`config.mk`:
```
export PLATFORM = sky130hd
export DESIGN_NAME = octet_core
export DESIGN_NICKNAME = d
export VERILOG_FILES = /design/src/rtl/octet_pkg.sv /design/src/rtl/opnd_resolve.sv /design/src/rtl/exec_unit.sv /design/src/rtl/octet_core.sv
export SDC_FILE = /design/constraint.sdc
export NUM_CORES = 1
export LEC_CHECK = 0
export BUFFER_PORTS_ARGS = -buffer_cell sky130_fd_sc_hd__buf_2
export CAP_MARGIN = 30
export CORE_MARGIN = 5
export CORE_UTILIZATION = 65
export CTS_CLUSTER_SIZE = 20
export DETAILED_ROUTE_END_ITERATION = 7
export PLACE_DENSITY_LB_ADDON = 0.2
export RECOVER_POWER = 100
export REMOVE_ABC_BUFFERS = 1
export SLEW_MARGIN = 40
export SYNTH_ARGS = -nofsm -noshare
export SYNTH_HDL_FRONTEND = slang
export SYNTH_HIERARCHICAL = 1
export SYNTH_SLANG_ARGS = --single-unit
```
`constraint.sdc`:
```
create_clock -name clk -period 8.4 [get_ports clk]
set_clock_uncertainty 0.1 [all_clocks]
set_input_delay 0.84 -clock clk [delete_from_list [all_inputs] [get_ports clk]]
set_output_delay 0.84 -clock clk [all_outputs]
set_load 0.005 [all_outputs]
```
`src/rtl/octet_pkg.sv`:
```
// Shared constants, encodings and opcode decode for the byte-coded core.
// Assumes 8-bit data and addresses with a 2-bit mode / 6-bit field operand.
package octet_pkg;

    localparam int DW      = 8;   // data and address width
    localparam int MODE_W  = 2;   // addressing-mode width in an operand byte
    localparam int FIELD_W = 6;   // value/address field width
    localparam int NOPND   = 2;   // operand bytes an instruction can carry
    localparam int IBYTES  = NOPND + 1;
    localparam int IDX_W   = $clog2(IBYTES);

    typedef enum logic [MODE_W-1:0] {
        AM_IMM = 2'b00,
        AM_REG = 2'b01,
        AM_IDX = 2'b10,
        AM_PCR = 2'b11
    } amode_t;

    typedef enum logic [DW-1:0] {
        OP_MOV = 8'd8,
        OP_ASR = 8'd10,
        OP_ASL = 8'd11,
        OP_ADD = 8'd12,
        OP_SUB = 8'd13,
        OP_DEC = 8'd14,
        OP_INC = 8'd15,
        OP_BRZ = 8'd48,
        OP_BRN = 8'd49,
        OP_BR  = 8'd50
    } opc_t;

    typedef struct packed {
        logic known;       // opcode is implemented
        logic three_byte;  // two operand bytes follow
        logic wr1;         // first operand is written back
        logic rd1;         // value of first operand is needed
        logic rd2;         // value of second operand is needed
        logic reg_dst;     // first operand must be a register
        logic is_br;       // instruction may redirect the PC
        logic tgt_on2;     // branch target is the second operand
    } dec_t;

    typedef enum logic [2:0] {
        ST_FETCH,
        ST_FWAIT,
        ST_CHECK,
        ST_LOAD,
        ST_LWAIT,
        ST_EXEC,
        ST_HALT
    } st_t;

    // Map an opcode byte to its control attributes.
    function automatic dec_t decode(input logic [DW-1:0] b);
        dec_t d;
        d = '0;
        case (b)
            OP_MOV: begin
                d.known = 1'b1; d.three_byte = 1'b1; d.wr1 = 1'b1; d.rd2 = 1'b1;
            end
            OP_ASR, OP_ASL: begin
                d.known = 1'b1; d.three_byte = 1'b1; d.wr1 = 1'b1;
                d.rd1 = 1'b1; d.rd2 = 1'b1;
            end
            OP_ADD, OP_SUB: begin
                d.known = 1'b1; d.three_byte = 1'b1; d.wr1 = 1'b1;
                d.rd1 = 1'b1; d.rd2 = 1'b1; d.reg_dst = 1'b1;
            end
            OP_DEC, OP_INC: begin
                d.known = 1'b1; d.wr1 = 1'b1; d.rd1 = 1'b1;
            end
            OP_BRZ, OP_BRN: begin
                d.known = 1'b1; d.three_byte = 1'b1; d.rd1 = 1'b1;
                d.is_br = 1'b1; d.tgt_on2 = 1'b1;
            end
            OP_BR: begin
                d.known = 1'b1; d.is_br = 1'b1;
            end
            default: ;
        endcase
        return d;
    endfunction

    // True when the byte is an implemented opcode.
    function automatic logic is_known(input logic [DW-1:0] b);
        dec_t d;
        d = decode(b);
        return d.known;
    endfunction

endpackage

```
`src/rtl/opnd_resolve.sv`:
```
// Operand resolver: turns one operand byte into its mode, a direct value
// (immediate or register) and an effective memory address.
// Assumes the next-instruction address is already known by the caller.
module opnd_resolve
    import octet_pkg::*;
(
    input  logic [DW-1:0] opnd,
    input  logic [DW-1:0] r0,
    input  logic [DW-1:0] r1,
    input  logic [DW-1:0] next_pc,
    output amode_t        mode,
    output logic          is_mem,
    output logic [DW-1:0] ea,
    output logic [DW-1:0] direct_val
);

    logic [FIELD_W-1:0] fld;
    logic [DW-1:0]      base;
    logic [DW-1:0]      sx;

    // Split the byte, pick the register and form both candidate addresses.
    always_comb begin
        fld        = opnd[FIELD_W-1:0];
        mode       = amode_t'(opnd[DW-1 -: MODE_W]);
        base       = fld[0] ? r1 : r0;
        sx         = {{(DW-FIELD_W){fld[FIELD_W-1]}}, fld};
        is_mem     = (mode == AM_IDX) || (mode == AM_PCR);
        ea         = (mode == AM_IDX) ? base + DW'(fld[FIELD_W-1:1])
                                      : next_pc + sx;
        direct_val = (mode == AM_REG) ? base : sx;
    end

endmodule

```
`src/rtl/exec_unit.sv`:
```
// Execute unit: computes the write-back value and the branch decision for
// the current opcode from the two resolved operand values.
// Assumes operands are already fetched; purely combinational.
module exec_unit
    import octet_pkg::*;
(
    input  logic [DW-1:0] opc,
    input  logic [DW-1:0] a,
    input  logic [DW-1:0] b,
    output logic [DW-1:0] result,
    output logic          take
);

    localparam int            SH_W = $clog2(DW);
    localparam logic [DW-1:0] ONE  = DW'(1);

    logic [SH_W-1:0] cnt;

    // Select the result of the operation named by the opcode.
    always_comb begin
        cnt = b[SH_W-1:0];
        case (opc)
            OP_MOV:  result = b;
            OP_ASR:  result = DW'($signed(a) >>> cnt);
            OP_ASL:  result = a << cnt;
            OP_ADD:  result = a + b;
            OP_SUB:  result = a - b;
            OP_DEC:  result = a - ONE;
            OP_INC:  result = a + ONE;
            default: result = a;
        endcase
    end

    // Decide whether a branch opcode redirects the program counter.
    always_comb begin
        case (opc)
            OP_BRZ:  take = (a == '0);
            OP_BRN:  take = a[DW-1];
            OP_BR:   take = 1'b1;
            default: take = 1'b0;
        endcase
    end

    // a zero shift count must leave the operand untouched.
    always_comb begin
        if ((opc == OP_ASR || opc == OP_ASL) && b[SH_W-1:0] == '0) begin
            a_r6_zero_count_keeps: assert (result == a)
                else $error("zero-count shift altered the operand");
        end
    end

endmodule

```
`src/rtl/octet_core.sv`:
```
// Byte-coded multicycle core: fetches 2- or 3-byte instructions over a
// one-cycle-latency byte memory port, resolves operands, loads memory
// operands, executes and writes back. Stops on unknown opcodes or
// forbidden operand modes. Assumes memory returns data the cycle after
// the address and accepts a write in the cycle the strobe is high.
module octet_core
    import octet_pkg::*;
#(
    parameter logic [DW-1:0] RESET_PC = '0
)(
    input  logic          clk,
    input  logic          rst_n,
    output logic [DW-1:0] mem_addr,
    output logic [DW-1:0] mem_wdata,
    output logic          mem_we,
    input  logic [DW-1:0] mem_rdata,
    output logic          halted,
    output logic          bad_opcode,
    output logic          bad_operand
);

    localparam logic [DW-1:0] LEN2 = DW'(2);
    localparam logic [DW-1:0] LEN3 = DW'(3);

    st_t              state;
    logic [DW-1:0]    pc;
    logic [DW-1:0]    gpr   [2];
    logic [DW-1:0]    ibuf  [IBYTES];
    logic [DW-1:0]    ldval [NOPND];
    logic [IDX_W-1:0] idx;
    logic             ld_idx;

    dec_t             dec;
    logic [DW-1:0]    next_pc;
    amode_t           mode   [NOPND];
    logic             is_mem [NOPND];
    logic [DW-1:0]    ea     [NOPND];
    logic [DW-1:0]    dval   [NOPND];
    logic [DW-1:0]    val    [NOPND];
    logic             need_ld [NOPND];
    logic [DW-1:0]    result;
    logic             take;
    logic             illegal;
    logic [DW-1:0]    target;
    amode_t           tgt_mode;

    // Decode the held opcode and the address of the following instruction.
    always_comb begin
        dec     = decode(ibuf[0]);
        next_pc = pc + (dec.three_byte ? LEN3 : LEN2);
    end

    // One resolver per operand byte.
    for (genvar k = 0; k < NOPND; k++) begin : g_opnd
        opnd_resolve u_res (
            .opnd       (ibuf[k+1]),
            .r0         (gpr[0]),
            .r1         (gpr[1]),
            .next_pc    (next_pc),
            .mode       (mode[k]),
            .is_mem     (is_mem[k]),
            .ea         (ea[k]),
            .direct_val (dval[k])
        );

        // Pick the loaded byte for memory operands, the direct value otherwise.
        always_comb begin
            val[k]     = is_mem[k] ? ldval[k] : dval[k];
            need_ld[k] = (k == 0 ? dec.rd1 : dec.rd2) && is_mem[k];
        end
    end

    exec_unit u_exec (
        .opc    (ibuf[0]),
        .a      (val[0]),
        .b      (val[1]),
        .result (result),
        .take   (take)
    );

    // Find the branch target and flag operand modes the opcode forbids.
    always_comb begin
        target   = dec.tgt_on2 ? ea[1]   : ea[0];
        tgt_mode = dec.tgt_on2 ? mode[1] : mode[0];
        illegal  = (dec.wr1 && mode[0] == AM_IMM)
                || (dec.reg_dst && is_mem[0])
                || (dec.is_br && tgt_mode != AM_PCR);
    end

    // Drive the memory port from the current phase.
    always_comb begin
        case (state)
            ST_FETCH: mem_addr = pc + DW'(idx);
            ST_LOAD:  mem_addr = ea[ld_idx];
            ST_EXEC:  mem_addr = ea[0];
            default:  mem_addr = pc;
        endcase
        mem_we    = (state == ST_EXEC) && dec.wr1 && is_mem[0];
        mem_wdata = result;
        halted    = (state == ST_HALT);
    end

    // Sequencer: fetch, check, load, execute and stop.
    always_ff @(posedge clk) begin
        if (!rst_n) begin
            state       <= ST_FETCH;
            pc          <= RESET_PC;
            idx         <= '0;
            ld_idx      <= 1'b0;
            bad_opcode  <= 1'b0;
            bad_operand <= 1'b0;
            for (int i = 0; i < 2; i++)      gpr[i]   <= '0;
            for (int i = 0; i < IBYTES; i++) ibuf[i]  <= '0;
            for (int i = 0; i < NOPND; i++)  ldval[i] <= '0;
        end else begin
            case (state)
                ST_FETCH: state <= ST_FWAIT;
                ST_FWAIT: begin
                    ibuf[idx] <= mem_rdata;
                    if (idx == '0) begin
                        if (!is_known(mem_rdata)) begin
                            bad_opcode <= 1'b1;
                            state      <= ST_HALT;
                        end else begin
                            idx   <= IDX_W'(1);
                            state <= ST_FETCH;
                        end
                    end else if (idx == IDX_W'(1) && dec.three_byte) begin
                        idx   <= IDX_W'(2);
                        state <= ST_FETCH;
                    end else begin
                        state <= ST_CHECK;
                    end
                end
                ST_CHECK: begin
                    if (illegal) begin
                        bad_operand <= 1'b1;
                        state       <= ST_HALT;
                    end else if (need_ld[0]) begin
                        ld_idx <= 1'b0;
                        state  <= ST_LOAD;
                    end else if (need_ld[1]) begin
                        ld_idx <= 1'b1;
                        state  <= ST_LOAD;
                    end else begin
                        state <= ST_EXEC;
                    end
                end
                ST_LOAD: state <= ST_LWAIT;
                ST_LWAIT: begin
                    ldval[ld_idx] <= mem_rdata;
                    if (!ld_idx && need_ld[1]) begin
                        ld_idx <= 1'b1;
                        state  <= ST_LOAD;
                    end else begin
                        state <= ST_EXEC;
                    end
                end
                ST_EXEC: begin
                    if (dec.wr1 && mode[0] == AM_REG) gpr[ibuf[1][0]] <= result;
                    pc    <= (dec.is_br && take) ? target : next_pc;
                    idx   <= '0;
                    state <= ST_FETCH;
                end
                default: state <= ST_HALT;
            endcase
        end
    end

    // once stopped, the core stays stopped until reset.
    a_r9_halt_sticky: assert property (@(posedge clk) disable iff (!rst_n)
        halted |=> halted);

    // a stopped core never strobes a write.
    a_r9_quiet_when_halted: assert property (@(posedge clk) disable iff (!rst_n)
        halted |-> !mem_we);

    // execution only ever happens for an implemented opcode.
    a_r9_exec_known: assert property (@(posedge clk) disable iff (!rst_n)
        (state == ST_EXEC) |-> dec.known);

    // a stop carries exactly one cause.
    a_r10_one_cause: assert property (@(posedge clk) disable iff (!rst_n)
        halted |-> (bad_opcode ^ bad_operand));

    // a write strobe lasts a single cycle.
    a_r11_single_write: assert property (@(posedge clk) disable iff (!rst_n)
        mem_we |=> !mem_we);

    // the program counter only advances at the end of an instruction.
    a_r2_pc_moves_in_exec: assert property (@(posedge clk) disable iff (!rst_n)
        (state != ST_EXEC) |=> $stable(pc));

endmodule

```
==> metrics.txt <==
# TYPE chip_impl_metric gauge
chip_impl_metric{name="vias_in_the_first_global_route",unit=""} 6017
chip_impl_info{name="run_status",value="finished, final reports clean"} 1
chip_impl_metric{name="xor_xnor_share_of_the_synthesized_area",unit="%"} 4.15
chip_impl_info{name="worstReg2RegStart",value="ibuf[2][0]$_SDFFCE_PN0P_"} 1
chip_impl_metric{name="drt_first_iter_violations",unit=""} 779
chip_impl_metric{name="worst-slew-pin-transition",unit="ns"} 1.17
chip_impl_metric{name="postCtsSetupRepairBufs",unit=""} 0
chip_impl_metric{name="hold_viol",unit=""} 0
chip_impl_metric{name="design.die.area",unit="sq um"} 13100
chip_impl_metric{name="maximum_capacitance_violations",unit=""} 0
chip_impl_info{name="tritoncts",value="yes"} 1
chip_impl_metric{name="part_of_the_cycle_the_worst_path_needs",unit="%"} 78.1
chip_impl_metric{name="grt_antenna_before_repair",unit=""} 0
chip_impl_metric{name="power_per_cell_area",unit="nW/um^2"} 135
chip_impl_metric{name="synth_mux_area_share",unit="%"} 10.3
chip_impl_metric{name="compound_gate_portion_of_the_synthesized_area",unit="%"} 20.1
chip_impl_metric{name="cts_resized",unit=""} 0
chip_impl_metric{name="synth_largest_type_area_fraction",unit="%"} 23.7
chip_impl_metric{name="ys_async_sr_fraction",unit="%"} 0
chip_impl_metric{name="rrSetupSlack",unit="ns"} 3.08
chip_impl_metric{name="final-max-slew-violation-count",unit=""} 0
chip_impl_info{name="main_combinational_cell_family_by_area_after_synthesis",value="simple AND/OR/NAND/NOR gates"} 1
chip_impl_metric{name="worstHoldPathCells",unit=""} 1
chip_impl_info{name="critical_path_class",value="register to output pin"} 1
chip_impl_info{name="synth_area_leaders",value="edfxtp_1 24%, ha_1 6.4%, a21oi_1 4.8%"} 1
chip_impl_metric{name="final_cell_area",unit="sq um"} 7330
chip_impl_metric{name="critical_path_required",unit="ns"} 7.46
chip_impl_metric{name="area_growth",unit="%"} 3.51
chip_impl_metric{name="filler_cell_count",unit=""} 910
chip_impl_metric{name="drtAntennaViolNets",unit=""} 0
chip_impl_metric{name="fmax",unit="GHz"} 0.152
chip_impl_metric{name="clock_sinks",unit=""} 72
chip_impl_metric{name="die_w",unit="microns"} 114
chip_impl_metric{name="setup-tns-final",unit="ns"} 0
chip_impl_metric{name="vias",unit=""} 6532
chip_impl_metric{name="layout_min_cycle_time",unit="ns"} 6.56
chip_impl_metric{name="worstPathMaxFanout",unit=""} 20
chip_impl_metric{name="grt_start_max_net_pins",unit=""} 28
chip_impl_info{name="worstReg2RegEnd",value="gpr[1][7]$_SDFFCE_PN0P_"} 1
chip_impl_metric{name="detailedRoute.firstPassIterationCount",unit=""} 6
chip_impl_info{name="ys.flop_type",value="edfxtp_1"} 1
chip_impl_metric{name="layout-drive-gt1-share",unit="%"} 9.78
chip_impl_metric{name="yosys.cell_types.count",unit=""} 80
chip_impl_metric{name="globalRoute.totalOverflow",unit=""} 0
chip_impl_info{name="commonest_cells_after_routing_fill_and_taps_aside",value="68 x nand2_1, 68 x a21oi_1, 56 x edfxtp_1, 54 x nor2_1, 36 x ha_1"} 1
chip_impl_metric{name="detail_route.drc_violations",unit=""} 0
chip_impl_metric{name="clk_path_buf_depth",unit=""} 2
chip_impl_metric{name="grt_usage",unit="%"} 30.8
chip_impl_metric{name="synth_simple_gate_area_share",unit="%"} 24.3
chip_impl_metric{name="synth_adder_area_share",unit="%"} 8.05
chip_impl_metric{name="drt-vias-per-instance",unit=""} 6.82
chip_impl_info{name="setup.worst_path.end_class",value="output pin"} 1
chip_impl_metric{name="cts_buffers",unit=""} 9
chip_impl_info{name="crit_path_start_kind",value="register"} 1
chip_impl_metric{name="place_hpwl",unit="mm"} 15.1
chip_impl_metric{name="num_antenna_cells",unit=""} 0
chip_impl_metric{name="portBuffers",unit=""} 29
chip_impl_metric{name="netlist_instances",unit=""} 822
chip_impl_metric{name="crit_arrival",unit="ns"} 5.62
chip_impl_metric{name="post_synthesis_cell_area",unit="sq um"} 7080
chip_impl_metric{name="dpl_cell_area",unit="sq um"} 7180
chip_impl_metric{name="synth_edf_count",unit=""} 56
chip_impl_metric{name="core_region_area",unit="sq um"} 10700
chip_impl_info{name="setup_repair_after_global_routing_missed_its_margin",value="false"} 1
chip_impl_metric{name="worst-r2r-cell-count",unit=""} 17
chip_impl_metric{name="nets",unit=""} 865
chip_impl_metric{name="initial_utilization",unit="%"} 65.9
chip_impl_metric{name="global_route_wire_length_before_repair",unit="mm"} 31.9
chip_impl_metric{name="yosys_register_bits",unit=""} 72
chip_impl_metric{name="leakage",unit="nW"} 2.91
chip_impl_info{name="clock_tree.root_cell",value="clkbuf_8"} 1
chip_impl_metric{name="dieHeight",unit="microns"} 114
chip_impl_metric{name="postSynthAreaPerCell",unit="sq um"} 8.62
chip_impl_metric{name="place.gp.congestion",unit=""} 0.948
chip_impl_metric{name="setup_ws",unit="ns"} 1.84
chip_impl_metric{name="yosysSeqAreaShare",unit="%"} 28.3
chip_impl_metric{name="placement.setup.worst_slack",unit="ns"} 2.81
chip_impl_metric{name="cts_hold_buf",unit=""} 0
chip_impl_metric{name="clock_latency",unit="ns"} 0.35
chip_impl_metric{name="clk_transition_reported_paths",unit="ns"} 0.09
chip_impl_metric{name="routedWlPerCell",unit="microns"} 20.6
chip_impl_info{name="synth_top_cell_by_area",value="edfxtp_1"} 1
chip_impl_metric{name="slew_headroom",unit="%"} 21.3
chip_impl_metric{name="io-pin-count",unit=""} 30
chip_impl_metric{name="synth.yosys.warnings",unit=""} 6
chip_impl_metric{name="postRouteWirelength",unit="mm"} 19.7
chip_impl_info{name="setup.worst_path.start",value="ibuf[0][2]$_SDFFCE_PN0P_"} 1
chip_impl_info{name="worstSetupEndpoint",value="mem_addr[7]"} 1
chip_impl_metric{name="rows",unit=""} 38
chip_impl_metric{name="final_setup_violations",unit=""} 0
chip_impl_info{name="class_of_the_most_critical_hold_timing_path",value="register to register"} 1
chip_impl_metric{name="cts_max_level",unit=""} 3
chip_impl_metric{name="peakVddDrop",unit="mV"} 0.113
## report_power, final
group          internal [mW]  switching, mW  total, mW
clock                  0.127          0.139      0.266
combinational          0.115          0.175      0.290
sequential             0.402         0.0341      0.436
total                  0.645          0.348      0.993
## cells in the mapped netlist, drive strengths merged (6+ instances only)
master,number
a211oi,10
a21o,14
a21oi,68
a31oi,6
and2,44
and3,22
buf,19
clkbuf,32
dfxtp,16
edfxtp,56
fa,6
ha,36
inv,24
mux2,30
mux2i,30
nand2,68
nand2b,15
nand3,23
nor2,55
nor2b,14
nor3,23
nor4,10
o211ai,8
o21a,8
o21ai,35
o22ai,18
o31ai,6
or3,6
or4,7
xnor2,20
xor2,11
## state kept, by name, indices dropped and copies added, names as in the netlist
register	count
bad_operand	1
idx	2
bad_opcode	1
pc	8
ldval	16
ibuf	24
state	3
ld_idx	1
gpr	16
## critical path, stage by stage, from the launching register on
cell and delay (ns):
edfxtp_1 0.66, nor3_1 1.01, o21ai_0 0.33, nand2_1 0.20, ha_1 0.19, inv_1 0.05
ha_1 0.22, nand3b_1 0.25, nor2_1 0.17, xor2_1 0.38, ha_1 0.28, nand4_1 0.10
a21oi_1 0.14, and3b_1 0.20, xnor2_1 0.12, mux2i_1 0.23, mux2_2 0.20, o22ai_1 0.07
a22o_1 0.26, a21oi_1 0.10, clkbuf_1 0.12
## metal layers
metal	up-vias	wire (microns)	part of all wire [%]	GRT usage, %
li1	3044	-	-	-
met1	3069	8450	43	44.1
met2	366	9160	46	48.6
met3	53	1620	8.2	4.60
met4	0	501	2.5	8.95
met5	-	0	0	0
## layout make-up
class / instances / area [sq um] / share of cell area (%)
multi-input combinational: 674 / 4720 / 64.4
clock buffer: 11 / 153 / 2.08
sequential: 72 / 2000 / 27.3
tap: 140 / 175 / 2.39
clock inverter: 5 / 40.0 / 0.546
inverter: 25 / 93.8 / 1.28
timing repair buffer: 31 / 148 / 2.01
## per-stage QoR
step | power (mW) | util (%) | hold WS (ns) | cells
5_1_grt | 1.05 | 68.2 | 0.390 | 958
4_1_cts | 0.995 | 68.6 | 0.369 | 958
2_1_floorplan | 0.638 | - | 0.336 | 771
3_5_place_dp | 0.731 | 66.8 | 0.349 | 942
6_report | 0.993 | 68.2 | 0.367 | 958
3_3_place_gp | 0.719 | 66.7 | 0.344 | 941
## worst min path at each step
stage	start	endpoint	slack [ns]
after global routing	pc[7]$_SDFFE_PN0P_	pc[7]$_SDFFE_PN0P_	0.39
after floorplan	pc[7]$_SDFFE_PN0P_	pc[7]$_SDFFE_PN0P_	0.34
after detailed placement	bad_opcode$_SDFFE_PN0P_	bad_opcode$_SDFFE_PN0P_	0.35
final	bad_opcode$_SDFFE_PN0P_	bad_opcode$_SDFFE_PN0P_	0.37
after CTS	bad_opcode$_SDFFE_PN0P_	bad_opcode$_SDFFE_PN0P_	0.37
after global placement	bad_operand$_SDFFE_PN0P_	bad_operand$_SDFFE_PN0P_	0.34
## cell families (layout without fill, tap and decap cells)
family / after synthesis / after routing
and+or+nand+nor: 319 / 319
AOI/OAI and AO/OA: 217 / 217
buffers and inverters: 76 / 72
DFF: 72 / 72
muxes: 64 / 64
adders and majority gates: 42 / 42
xor gates and xnor gates: 32 / 32
Power figures use the tool's default switching activity.
